**src/rtl/mdio_pkg.sv**
```systemverilog
package mdio_pkg;

    localparam int PHY_W      = 5;
    localparam int REG_W      = 5;
    localparam int DATA_W     = 16;
    localparam int PRE_BITS   = 32;
    localparam int HDR_BITS   = 14;
    localparam int FRAME_BITS = 64;
    localparam int SLOT_W     = $clog2(FRAME_BITS);
    localparam int TA_SLOT    = PRE_BITS + HDR_BITS;
    localparam int RD_FIRST   = TA_SLOT + 1;
    localparam int RD_LAST    = RD_FIRST + DATA_W - 1;
    localparam int LAST_SLOT  = FRAME_BITS - 1;

    localparam logic [1:0] MARK_SOF = 2'b01;
    localparam logic [1:0] CODE_RD  = 2'b10;
    localparam logic [1:0] CODE_WR  = 2'b01;
    localparam logic [1:0] TURN_WR  = 2'b10;

    // Full 64-bit serial image, transmitted from bit 63 downward.
    function automatic logic [FRAME_BITS-1:0] make_frame(
        input logic              rd,
        input logic [PHY_W-1:0]  phy,
        input logic [REG_W-1:0]  rg,
        input logic [DATA_W-1:0] wd
    );
        logic [1:0]        code;
        logic [1:0]        turn;
        logic [DATA_W-1:0] body;
        code = rd ? CODE_RD : CODE_WR;
        turn = rd ? 2'b00 : TURN_WR;
        body = rd ? '0 : wd;
        return {{PRE_BITS{1'b1}}, MARK_SOF, code, phy, rg, turn, body};
    endfunction

endpackage

```
**src/rtl/mdio_phase_gen.sv**
```systemverilog
module mdio_phase_gen #(
    parameter int DIV_W = 8
) (
    input  logic             clk,
    input  logic             rst_n,
    input  logic             run_i,
    input  logic [DIV_W-1:0] half_i,
    output logic             mdc_o,
    output logic             fall_o
);

    typedef struct packed {
        logic [DIV_W-1:0] cnt;
        logic             mdc;
    } ph_t;

    ph_t  st_d, st_q;
    logic ph_end;

    always_comb begin
        ph_end = (st_q.cnt == half_i - DIV_W'(1));
        st_d   = st_q;
        if (!run_i) begin
            st_d = '0;
        end else if (ph_end) begin
            st_d.cnt = '0;
            st_d.mdc = ~st_q.mdc;
        end else begin
            st_d.cnt = st_q.cnt + DIV_W'(1);
        end
        fall_o = run_i && ph_end && st_q.mdc;
        mdc_o  = st_q.mdc;
    end

    always_ff @(posedge clk) begin
        if (!rst_n) st_q <= '0;
        else        st_q <= st_d;
    end

    AST_PHASE_MIN: assert property (@(posedge clk) disable iff (!rst_n)
        $changed(st_q.mdc) |=> $stable(st_q.mdc));

endmodule

```
**src/rtl/mdio_frame_engine.sv**
```systemverilog
module mdio_frame_engine
    import mdio_pkg::*;
(
    input  logic                  clk,
    input  logic                  rst_n,
    input  logic                  load_i,
    input  logic                  rd_i,
    input  logic [FRAME_BITS-1:0] frame_i,
    input  logic                  fall_i,
    input  logic                  mdio_i,
    output logic                  mdio_o,
    output logic                  mdio_oe_o,
    output logic                  last_o,
    output logic [DATA_W-1:0]     rdata_o
);

    localparam logic [SLOT_W-1:0] S_TA    = SLOT_W'(TA_SLOT);
    localparam logic [SLOT_W-1:0] S_FIRST = SLOT_W'(RD_FIRST);
    localparam logic [SLOT_W-1:0] S_LAST  = SLOT_W'(RD_LAST);
    localparam logic [SLOT_W-1:0] S_END   = SLOT_W'(LAST_SLOT);

    typedef struct packed {
        logic [FRAME_BITS-1:0] frame;
        logic [SLOT_W-1:0]     slot;
        logic                  active;
        logic                  rd;
        logic [DATA_W-1:0]     rsh;
    } eng_t;

    eng_t st_d, st_q;
    logic drive;

    always_comb begin
        st_d   = st_q;
        drive  = st_q.active && (!st_q.rd || st_q.slot < S_TA);
        last_o = st_q.active && fall_i && (st_q.slot == S_END);
        if (load_i) begin
            st_d.frame  = frame_i;
            st_d.slot   = '0;
            st_d.active = 1'b1;
            st_d.rd     = rd_i;
        end else if (st_q.active && fall_i) begin
            if (st_q.rd && st_q.slot >= S_FIRST && st_q.slot <= S_LAST)
                st_d.rsh = {st_q.rsh[DATA_W-2:0], mdio_i};
            st_d.frame = {st_q.frame[FRAME_BITS-2:0], 1'b0};
            if (st_q.slot == S_END) st_d.active = 1'b0;
            else                    st_d.slot   = st_q.slot + SLOT_W'(1);
        end
        mdio_o    = drive ? st_q.frame[FRAME_BITS-1] : 1'b0;
        mdio_oe_o = drive;
        rdata_o   = st_q.rsh;
    end

    always_ff @(posedge clk) begin
        if (!rst_n) st_q <= '0;
        else        st_q <= st_d;
    end

endmodule

```
**src/rtl/mdio_master.sv**
```systemverilog
module mdio_master
    import mdio_pkg::*;
#(
    parameter int DIV_W   = 8,
    parameter int OFS_W   = 8,
    parameter int MAX_REG = 31
) (
    input  logic              clk,
    input  logic              rst_n,
    input  logic              start_i,
    input  logic              rd_i,
    input  logic [PHY_W-1:0]  phy_addr_i,
    input  logic [OFS_W-1:0]  reg_ofs_i,
    input  logic [DATA_W-1:0] wdata_i,
    input  logic [DIV_W-1:0]  half_period_i,
    output logic [DATA_W-1:0] rdata_o,
    output logic              busy_o,
    output logic              done_o,
    output logic              err_o,
    output logic              mdc_o,
    output logic              mdio_o,
    output logic              mdio_oe_o,
    input  logic              mdio_i
);

    localparam logic [DIV_W-1:0] MIN_HALF  = DIV_W'(2);
    localparam logic [OFS_W-1:0] OFS_LIMIT = OFS_W'(MAX_REG);

    typedef struct packed {
        logic              busy;
        logic              done;
        logic              err;
        logic              rd;
        logic [DIV_W-1:0]  half;
        logic [DATA_W-1:0] rdata;
    } ctl_t;

    ctl_t st_d, st_q;

    logic                  accept, reject, bad_ofs;
    logic                  fall, last;
    logic [DATA_W-1:0]     eng_rdata;
    logic [FRAME_BITS-1:0] frame;

    always_comb begin
        bad_ofs = reg_ofs_i > OFS_LIMIT;
        accept  = start_i && !st_q.busy && !bad_ofs;
        reject  = start_i && !st_q.busy && bad_ofs;
        frame   = make_frame(rd_i, phy_addr_i, reg_ofs_i[REG_W-1:0], wdata_i);

        st_d      = st_q;
        st_d.done = 1'b0;
        if (accept) begin
            st_d.busy = 1'b1;
            st_d.err  = 1'b0;
            st_d.rd   = rd_i;
            st_d.half = (half_period_i < MIN_HALF) ? MIN_HALF : half_period_i;
        end else if (reject) begin
            st_d.err = 1'b1;
        end
        if (last) begin
            st_d.busy = 1'b0;
            st_d.done = 1'b1;
            if (st_q.rd) st_d.rdata = eng_rdata;
        end
    end

    always_ff @(posedge clk) begin
        if (!rst_n) st_q <= '0;
        else        st_q <= st_d;
    end

    mdio_phase_gen #(.DIV_W(DIV_W)) u_phase (
        .clk    (clk),
        .rst_n  (rst_n),
        .run_i  (st_q.busy),
        .half_i (st_q.half),
        .mdc_o  (mdc_o),
        .fall_o (fall)
    );

    mdio_frame_engine u_engine (
        .clk       (clk),
        .rst_n     (rst_n),
        .load_i    (accept),
        .rd_i      (rd_i),
        .frame_i   (frame),
        .fall_i    (fall),
        .mdio_i    (mdio_i),
        .mdio_o    (mdio_o),
        .mdio_oe_o (mdio_oe_o),
        .last_o    (last),
        .rdata_o   (eng_rdata)
    );

    assign busy_o  = st_q.busy;
    assign done_o  = st_q.done;
    assign err_o   = st_q.err;
    assign rdata_o = st_q.rdata;

    AST_DONE_CLOSES_BUSY: assert property (@(posedge clk) disable iff (!rst_n)
        done_o |-> (!busy_o && $past(busy_o)));
    AST_REJECT_IDLE: assert property (@(posedge clk) disable iff (!rst_n)
        $rose(err_o) |-> !busy_o);
    AST_QUIET_IDLE: assert property (@(posedge clk) disable iff (!rst_n)
        (!busy_o && !$past(busy_o)) |-> (!mdc_o && !mdio_oe_o));
    AST_MDIO_SETUP: assert property (@(posedge clk) disable iff (!rst_n)
        (mdc_o && $past(mdc_o)) |-> ($stable(mdio_o) && $stable(mdio_oe_o)));
    AST_RDATA_HOLD: assert property (@(posedge clk) disable iff (!rst_n)
        !$stable(rdata_o) |-> done_o);

endmodule

```
**config.mk**
```make
export PLATFORM = sky130hd
export DESIGN_NAME = mdio_master
export DESIGN_NICKNAME = d
export VERILOG_FILES = /design/src/rtl/mdio_pkg.sv /design/src/rtl/mdio_phase_gen.sv /design/src/rtl/mdio_frame_engine.sv /design/src/rtl/mdio_master.sv
export SDC_FILE = /design/constraint.sdc
export NUM_CORES = 1
export LEC_CHECK = 0
export BUFFER_PORTS_ARGS = -buffer_cell sky130_fd_sc_hd__buf_2
export CAP_MARGIN = 20
export CORE_ASPECT_RATIO = 1.1
export CORE_MARGIN = 2
export CORE_UTILIZATION = 30
export DETAILED_ROUTE_END_ITERATION = 8
export GPL_TIMING_DRIVEN = 0
export PLACE_DENSITY = 0.55
export SETUP_SLACK_MARGIN = 0.3
export SYNTH_ARGS = -nofsm -noshare
export SYNTH_HDL_FRONTEND = slang
export SYNTH_SLANG_ARGS = --single-unit
```
**constraint.sdc**
```tcl
create_clock -name clk -period 3.7 [get_ports clk]
set_clock_uncertainty 0.15 [all_clocks]
set_input_delay 0.185 -clock clk [delete_from_list [all_inputs] [get_ports clk]]
set_output_delay 0.185 -clock clk [all_outputs]
set_load 0.005 [all_outputs]
```
==> results of run 1 <==
-- worst min-delay path, stage by stage --
cell	delay (ps)
sky130_fd_sc_hd__clkbuf_1	230
sky130_fd_sc_hd__clkinv_1	210
sky130_fd_sc_hd__nor3_1	70
-- registers in the layout, indices dropped and copies added (netlist names) --
signal,cells
u_engine.st_q,72
rdata_o,16
u_engine.rdata_o,16
st_q,8
u_phase.st_q,8
busy_o,1
done_o,1
err_o,1
u_phase.mdc_o,1
-- cells in the mapped netlist (5+ instances only) --
cell type | count | area share [%]
sky130_fd_sc_hd__dfxtp_1 | 124 | 48
sky130_fd_sc_hd__a21boi_0 | 13 | 1.9
sky130_fd_sc_hd__or4_1 | 5 | 0.73
sky130_fd_sc_hd__inv_1 | 8 | 0.59
sky130_fd_sc_hd__clkbuf_1 | 30 | 2.2
sky130_fd_sc_hd__o221a_2 | 5 | 1.1
sky130_fd_sc_hd__o21ai_0 | 20 | 2.0
sky130_fd_sc_hd__nand3_1 | 17 | 1.7
sky130_fd_sc_hd__xnor2_1 | 5 | 0.86
sky130_fd_sc_hd__mux2i_1 | 47 | 9.2
sky130_fd_sc_hd__xor2_1 | 10 | 1.7
sky130_fd_sc_hd__buf_4 | 17 | 2.5
sky130_fd_sc_hd__nor3_1 | 70 | 6.8
sky130_fd_sc_hd__nand2_1 | 63 | 4.6
sky130_fd_sc_hd__nor2b_1 | 9 | 1.1
sky130_fd_sc_hd__and3_1 | 7 | 0.86
sky130_fd_sc_hd__nor2_1 | 56 | 4.1
sky130_fd_sc_hd__a21oi_1 | 14 | 1.4
sky130_fd_sc_hd__o21a_1 | 5 | 0.73
-- layer usage --
layer	track usage [%]	vias to the layer above	part of all wire [%]	routed length, µm
li1	-	2236	-	-
met1	17.1	2044	45	5600
met2	23.3	97	48	5970
met3	3.76	30	3.5	436
met4	7.95	0	3.3	406
met5	0	-	0	0
-- layout make-up --
type / count / share of cell area [%]
clock buffers: 25 / 7.41
flip-flops and latches: 124 / 37.1
clock inverters: 7 / 1.65
inverters: 9 / 0.506
multi-input cells: 389 / 35.0
plain buffers: 54 / 4.18
repair buffers: 100 / 10.3
well taps: 208 / 3.89
-- worst min path at each step --
| stage | start | endpoint | slack [ps] | cells after the start |
|---|---|---|---|---|
| after global placement | wdata_i[8] | u_engine.st_q[32] | 230 | 3 |
| after global routing | rst_n | u_engine.st_q[47] | 230 | 3 |
| after floorplan | wdata_i[1] | u_engine.st_q[25] | 140 | 2 |
| final | rst_n | u_engine.st_q[54] | 190 | 3 |
| after detailed placement | wdata_i[8] | u_engine.st_q[32] | 240 | 3 |
| after CTS | reg_ofs_i[5] | st_q[17] | 170 | 4 |
-- metrics by stage --
| stage | hold WS [ps] | utilization, % |
|---|---|---|
| global route | 225 | 39.6 |
| global placement | 232 | 33.7 |
| detailed placement | 236 | 33.7 |
| floorplan | 144 | - |
| CTS | 167 | 39.5 |
| finish | 192 | 39.6 |
-- power groups by stage --
stage / Sequential, W / Combinational [W] / Clock (W)
after floorplan: 0.00140 / 0.0000713 / 0
after global routing: 0.00138 / 0.000166 / 0.00178
after global placement: 0.00140 / 0.000117 / 0
after CTS: 0.00137 / 0.000151 / 0.00172
after detailed placement: 0.00140 / 0.000120 / 0
final: 0.00137 / 0.000150 / 0.00169
-- cell families (layout without fill, tap and decap cells) --
kind of cell	Yosys count	count (layout)	share of synthesized area, %
AOI/OAI and AO/OA	77	77	10.2
xor gates and xnor gates	15	15	2.57
adders and majority gates	3	3	0.733
buffers and inverters	63	195	5.96
DFF	124	124	48.5
muxes	47	47	9.19
and+or+nand+nor	247	247	22.8
-- layout by cell type (no fill, tap or decap), types with 7 or more instances in the layout --
cell type / synthesis / final
sky130_fd_sc_hd__a21boi_0: 13 / 13
sky130_fd_sc_hd__a21oi_1: 14 / 14
sky130_fd_sc_hd__and3_1: 7 / 7
sky130_fd_sc_hd__buf_2: 4 / 66
sky130_fd_sc_hd__buf_4: 17 / 17
sky130_fd_sc_hd__clkbuf_1: 30 / 30
sky130_fd_sc_hd__clkbuf_16: 0 / 17
sky130_fd_sc_hd__clkbuf_2: 0 / 7
sky130_fd_sc_hd__dfxtp_1: 124 / 124
sky130_fd_sc_hd__dlygate4sd3_1: 0 / 37
sky130_fd_sc_hd__inv_1: 8 / 8
sky130_fd_sc_hd__mux2i_1: 47 / 47
sky130_fd_sc_hd__nand2_1: 63 / 63
sky130_fd_sc_hd__nand3_1: 17 / 17
sky130_fd_sc_hd__nor2_1: 56 / 56
sky130_fd_sc_hd__nor2b_1: 9 / 9
sky130_fd_sc_hd__nor3_1: 70 / 70
sky130_fd_sc_hd__o21ai_0: 20 / 20
sky130_fd_sc_hd__xor2_1: 10 / 10
-- repair_timing --
action / in CTS / in global routing
gates resized for setup: 0 / 11
endpoints found under the setup margin: 0 / 42
endpoints found under the hold margin: 37 / 0
hold buffers: 37 / 0
==> results.md, run 1 <==
* **result of the run** finished, final reports clean
* **row cnt** 50
* **total global routing overflow** 0
* **Port Buffer Count** 62
* **critical path data required time** 3840 ps
* **Synth warnings** 0
* **wire per inst** 13.6 µm
* **net load switching power** 0.000651 W
* **clock transition at the register clock pins on the worst setup and hold paths after CTS** 50 ps
* **Clock Path Buffers** 2
* **Bufs and invs on worst path** 2
* **final worst path period share** 84.5%
* **Slowest Stage Delay on Critical Path** 510 ps
* **share of flip-flops with an asynchronous set or reset** 0%
* **Seq pwr share** 42.8%
* **Fillers** 1,670
* **average cell area after synthesis** 8.89 µm²
* **Highest Clock Rate** 320 MHz
* **CTS root buf** sky130_fd_sc_hd__clkbuf_16
* **diode insertion count for antenna repair** 0
* **remaining antenna violation count after routing** 0
* **die extent in y** 141 µm
* **Multi-input gate area** 2340 µm²
* **Seq. cell area** 2480 µm²
* **post-layout worst setup margin** 572 ps
* **number of cells after detailed placement** 846
* **class of the worst hold path** in -> reg
* **detailed-routing iteration count for the pre-antenna-repair pass** 5
* **startpoint type of the worst setup path** flip-flop
* **family with the most delay on the worst path** simple AND/OR/NAND/NOR gates
* **syn_nets** 621
* **transition time of the tightest slew-check pin** 638 ps
* **worst vdd rail ir drop** 0.000316 V
* **crit path kind** reg -> reg
* **MaxCap Viol Count** 0
* **worst path arrival time** 3270 ps
* **power density over cell area** 481 nW/µm²
* **largest fanout of any net on the critical path** 10
* **nature of the critical path endpoint** flip-flop
* **layout overhead on the synthesized area** 30.5%
* **number of sinks on the clock net** 124
* **gr usage total** 14.3%
* **Worst Setup Slack post-DPL** 453 ps
* **worst slew margin relative to its limit** 57.4%
* **Std-Cell Core Area** 16,900 µm²
* **number of nets in the final layout** 740
* **launch point of the worst path** st_q[16]
* **switching share of total power** 20.3%
* **Post-CTS Setup Repair Bufs** 0
* **Pwr Total** 0.00321 W
* **vias per cell** 4.81
* **number of slew-limit violations in the final report** 0
* **clock period minus worst slack** 3130 ps
* **setup repair after global routing missed its margin** no
* **number of library cell types mapped by synthesis** 46
* **post-synthesis cell area** 5120 µm²
* **setup_tns** 0 ps
* **starting DRC count in detailed routing** 208
* **I/O pin total** 64
* **wirelength, routed** 12.4 mm
* **worst r2r src** st_q[16]
* **initial standard-cell utilization of the core** 30.3%
* **drt drc** 0
* **count of cells along the worst register-to-register path** 9
* **combinational power share** 4.7%
* **fraction of power consumed by the clock network** 52.6%
* **Die Footprint** 18,100 µm²
* **initial antenna violation count** 0
* **via count** 4,407
* **clock latency on the worst-skew pair** 420 ps
* **number of levels the H-tree was split into** 4
* **number of flops mapped to enable cells by yosys** 0
* **flip-flop and latch count after synthesis** 124
* **count of endpoints failing hold in the final timing report** 0
* **sequence of cells on the critical path** inv_1 > ha_2 > nand2_1 > or4_1 > a211o_1 > nor4_2 > o2111ai_2 > clkbuf_2 > mux2i_1
* **most instantiated flip-flop cell in the synthesis netlist** sky130_fd_sc_hd__dfxtp_1
* **Critical-path top delay cell** sky130_fd_sc_hd__or4_1
* **Critical Path End** u_engine.rdata_o[9]
* **global-route wire length before repair** 20.4 mm
* **synthesized netlist cell count** 576
* **vias in the first global route** 4,270
* **Final Instance Area** 6680 µm²
* **cell area after placement** 5690 µm²
* **layout cells sized above 1** 17.9%
* **Internal Pwr Total** 0.00256 W
* **clock buffers created by TritonCTS** 17
* **reg-to-reg critical path endpoint** u_engine.rdata_o[9]
* **final weighted congestion of routability-driven global placement** 0.833
* **die outline width** 129 µm
* **sequential share of the synthesized area** 48.5%
* **clock tree from TritonCTS** yes
* **number of cells on the critical path** 9
* **worst setup slack for register-to-register paths** 570 ps
* **Pleak** 2.80 nW
* **maximum number of pins on one net before global-route repair** 17
* **Detailed Place HPWL** 8.70 mm
* **final count of negative-setup-slack endpoints** 0
* **count of non-filler cells in the finished layout** 916
Note: power is estimated with default switching activity, not from simulation.
==> run 2, diff against run 1 <==
ABC_AREA = 1   (was default)
clock period = 3 ns   (was 3.7 ns; I/O delays follow)
==> results.md, run 2 <==
* **result of the run** finished, final reports clean, unchanged
* **starting DRC count in detailed routing** 241, was 208
* **worst slew margin relative to its limit** 50.0%, was 57.4%
* **final worst path period share** 83.4%, was 84.5%
* **setup repair after global routing missed its margin** no, unchanged
* **count of cells along the worst register-to-register path** 11, was 9
* **Port Buffer Count** 62, unchanged
* **detailed-routing iteration count for the pre-antenna-repair pass** 4, was 5
* **MaxCap Viol Count** 0, unchanged
* **remaining antenna violation count after routing** 0, unchanged
* **leading cell type in the layout, fill and taps excluded** sky130_fd_sc_hd__nor2_1, was sky130_fd_sc_hd__dfxtp_1
* **number of library cell types mapped by synthesis** 37, was 46
* **die extent in y** 143 µm, was 141 µm
* **CTS root buf** sky130_fd_sc_hd__clkbuf_16, unchanged
* **Std-Cell Core Area** 17,100 µm², was 16,900 µm²
* **initial antenna violation count** 0, unchanged
* **worst vdd rail ir drop** 0.000413 V, was 0.000316 V
* **worst path arrival time** 2660 ps, was 3270 ps
* **Pleak** 2.85 nW, was 2.80 nW
* **class of the worst hold path** in -> reg, unchanged
* **Top reg by flops** u_engine.st_q, unchanged
* **area share of the largest cell type after synthesis** 46.9%, was 48.5%
* **final weighted congestion of routability-driven global placement** 0.782, was 0.833
* **layout cells sized above 1** 16.6%, was 17.9%
* **wirelength, routed** 12.9 mm, was 12.4 mm
* **average cell area after synthesis** 7.43 µm², was 8.89 µm²
* **crit path kind** reg -> reg, unchanged
* **clock buffers created by TritonCTS** 17, unchanged
* **most instantiated flip-flop cell in the synthesis netlist** sky130_fd_sc_hd__dfxtp_1, unchanged
* **post-synthesis cell area** 5290 µm², was 5120 µm²
* **global-route wire length before repair** 21.2 mm, was 20.4 mm
* **worst setup slack for register-to-register paths** 500 ps, was 570 ps
* **syn_nets** 757, was 621
* **flip-flop count of the largest register, all copies and words added** 72, unchanged
* **count of endpoints failing hold in the final timing report** 0, unchanged
* **number of slew-limit violations in the final report** 0, unchanged
* **final count of negative-setup-slack endpoints** 0, unchanged
* **vias per cell** 4.47, was 4.81
* **post-layout worst setup margin** 498 ps, was 572 ps
* **die outline width** 131 µm, was 129 µm
* **mux contribution to synthesized area** 0%, was 9.19%
* **clock tree from TritonCTS** yes, unchanged
* **clock transition at the register clock pins on the worst setup and hold paths after CTS** 60 ps, was 50 ps
* **Critical Path End** u_engine.st_q[85], was u_engine.rdata_o[9]
* **share of flip-flops with an asynchronous set or reset** 0%, unchanged
* **cell area after placement** 5890 µm², was 5690 µm²
* **initial standard-cell utilization of the core** 30.9%, was 30.3%
* **area fraction in compound gates after synthesis** 12.8%, was 10.2%
* **final design utilization** 40.1%, was 39.6%
* **Synth Area in Simple Gates** 28.2%, was 22.8%
* **Clock Path Buffers** 2, unchanged
* **leading cell types by total area after synthesis** sky130_fd_sc_hd__dfxtp_1, sky130_fd_sc_hd__nor2_1, sky130_fd_sc_hd__nand3_1, was sky130_fd_sc_hd__dfxtp_1, sky130_fd_sc_hd__mux2i_1, sky130_fd_sc_hd__nor3_1
* **via count** 4,809, was 4,407
* **number of sinks on the clock net** 124, unchanged
* **startpoint type of the worst setup path** flip-flop, unchanged
* **Die Footprint** 18,700 µm², was 18,100 µm²
* **worst r2r src** st_q[16], unchanged
* **synthesized netlist cell count** 712, was 576
* **Highest Clock Rate** 400 MHz, was 320 MHz
* **flip-flop and latch count after synthesis** 124, unchanged
* **vias in the first global route** 4,463, was 4,270
* **Worst Setup Slack post-DPL** 436 ps, was 453 ps
* **wire per inst** 12.0 µm, was 13.6 µm
* **setup_tns** 0 ps, unchanged
* **most used standard cells in the synthesized netlist** sky130_fd_sc_hd__nor2_1, sky130_fd_sc_hd__dfxtp_1, sky130_fd_sc_hd__nand2_1, was sky130_fd_sc_hd__dfxtp_1, sky130_fd_sc_hd__nor3_1, sky130_fd_sc_hd__nand2_1
* **Synth warnings** 0, unchanged
* **Final Instance Area** 6870 µm², was 6680 µm²
* **cell accounting for the most synthesized area** sky130_fd_sc_hd__dfxtp_1, unchanged
* **clock period minus worst slack** 2500 ps, was 3130 ps
* **drt drc** 0, unchanged
* **most used cells in the layout excluding fill and tap cells** sky130_fd_sc_hd__nor2_1, sky130_fd_sc_hd__dfxtp_1, sky130_fd_sc_hd__nand2_1, sky130_fd_sc_hd__buf_2, sky130_fd_sc_hd__nand3_1, was sky130_fd_sc_hd__dfxtp_1, sky130_fd_sc_hd__nor3_1, sky130_fd_sc_hd__buf_2, sky130_fd_sc_hd__nand2_1, sky130_fd_sc_hd__nor2_1
* **layout overhead on the synthesized area** 29.8%, was 30.5%
* **total global routing overflow** 0, unchanged
* **power density over cell area** 587 nW/µm², was 481 nW/µm²
* **number of nets in the final layout** 875, was 740
* **I/O pin total** 64, unchanged
* **dominant cell by count in the synthesized netlist** sky130_fd_sc_hd__nor2_1, was sky130_fd_sc_hd__dfxtp_1
* **diode insertion count for antenna repair** 0, unchanged
* **nature of the critical path endpoint** flip-flop, unchanged
* **xor/xnor cell area share of the yosys netlist** 1.66%, was 2.57%
* **dominant combinational cell family by area after synthesis** simple AND/OR/NAND/NOR gates, unchanged
* **row cnt** 50, unchanged
* **Detailed Place HPWL** 9.23 mm, was 8.70 mm
* **critical path data required time** 3160 ps, was 3840 ps
* **number of flops mapped to enable cells by yosys** 0, unchanged
* **maximum number of pins on one net before global-route repair** 17, unchanged
* **clock latency on the worst-skew pair** 420 ps, about the same
* **sequential share of the synthesized area** 46.9%, was 48.5%
* **launch point of the worst path** st_q[16], unchanged
* **gr usage total** 14.5%, was 14.3%
* **reg-to-reg critical path endpoint** u_engine.st_q[85], was u_engine.rdata_o[9]
* **largest fanout of any net on the critical path** 10, unchanged
* **number of levels the H-tree was split into** 4, unchanged
* **transition time of the tightest slew-check pin** 748 ps, was 638 ps
* **share of synthesized cell area in full adder, half adder and majority cells** 0.710%, was 0.733%
## run 2: changes by cell type in the layout (fill, tap and decap cells not counted), sizes merged, moves of 7 or more
cell / before / now
a21oi: 14 / 32
nor2: 56 / 164
clkbuf: 58 / 39
inv: 8 / 52
nand3: 17 / 70
o21ai: 21 / 83
and3: 7 / 0
nand2: 63 / 89
nor2b: 9 / 0
buf: 84 / 99
mux2i: 47 / 0
nor3: 70 / 8
a21boi: 13 / 0
## run 2: layer usage
layer	GRT usage, %	routed length [µm]	vias up
met4	6.16	244	0
met5	0	0	-
met3	3.33	456	22
li1	-	-	2538
met2	24.5	6190	79
met1	17.7	6040	2170
## run 2: through the flow
stage,power (W),hold slack (ps),std cells
6_report,0.00403,147,1077
5_1_grt,0.00417,169,1077
4_1_cts,0.00407,123,1076
3_5_place_dp,0.00194,254,1008
3_3_place_gp,0.00193,258,1008
2_1_floorplan,0.00186,135,712
## run 2: how the worst min path moves through the flow
stage                           from           endpoint  slack [ps]  cells after the start
floorplan           half_period_i[7]           st_q[23]         130                      2
global placement    half_period_i[0]           st_q[16]         260                      3
detailed placement  half_period_i[0]           st_q[16]         250                      3
CTS                     reg_ofs_i[5]  u_engine.st_q[52]         120                      5
global route            reg_ofs_i[5]  u_engine.st_q[52]         170                      5
finish                  reg_ofs_i[5]  u_engine.st_q[52]         150                      5
## run 2: cell type report
class                   instances  area [µm²]
multi-input cells             481        2290
fillers                      1791       10300
plain buffers                  53         313
well taps                     234         293
flip-flops and latches        124        2480
clock buffers                  22         464
clock inverters                10         140
repair buffers                 99         678
inverters                      54         203
## run 2: what timing repair did
item	4_1_cts	5_1_grt
resized for setup	0	0
hold buffers	36	0
setup buffers	0	1
endpoints found under the hold margin	36	0
setup endpoints to repair	0	9
## run 2: worst max-delay path, cell delays in order, from the launching register on
cell                       delay, ps
sky130_fd_sc_hd__dfxtp_1         410
sky130_fd_sc_hd__inv_2            90
sky130_fd_sc_hd__ha_1            320
sky130_fd_sc_hd__xnor2_1         130
sky130_fd_sc_hd__nor2_1          100
sky130_fd_sc_hd__nand3_1         110
sky130_fd_sc_hd__nor2_2          160
sky130_fd_sc_hd__nand3_4         160
sky130_fd_sc_hd__buf_6           230
sky130_fd_sc_hd__clkbuf_1        240
sky130_fd_sc_hd__o21ai_0         220
sky130_fd_sc_hd__nor2_1           60
## run 2: where the power goes
part	leakage, nW	total, W	switching (W)	internal (W)
Sequential	1.00	0.00170	0.0000191	0.00168
Clock	0.286	0.00209	0.000746	0.00135
Combinational	1.56	0.000233	0.000127	0.000106
Total	2.85	0.00403	0.000892	0.00314
## run 2: cells by family after synthesis
| logic type | Yosys count |
|---|---|
| AND/OR/NAND/NOR | 339 |
| adder cells (fa/ha/maj) | 3 |
| AO/OA/AOI/OAI | 129 |
| XOR/XNOR | 10 |
| buffers and inverters | 107 |
| flip-flops | 124 |
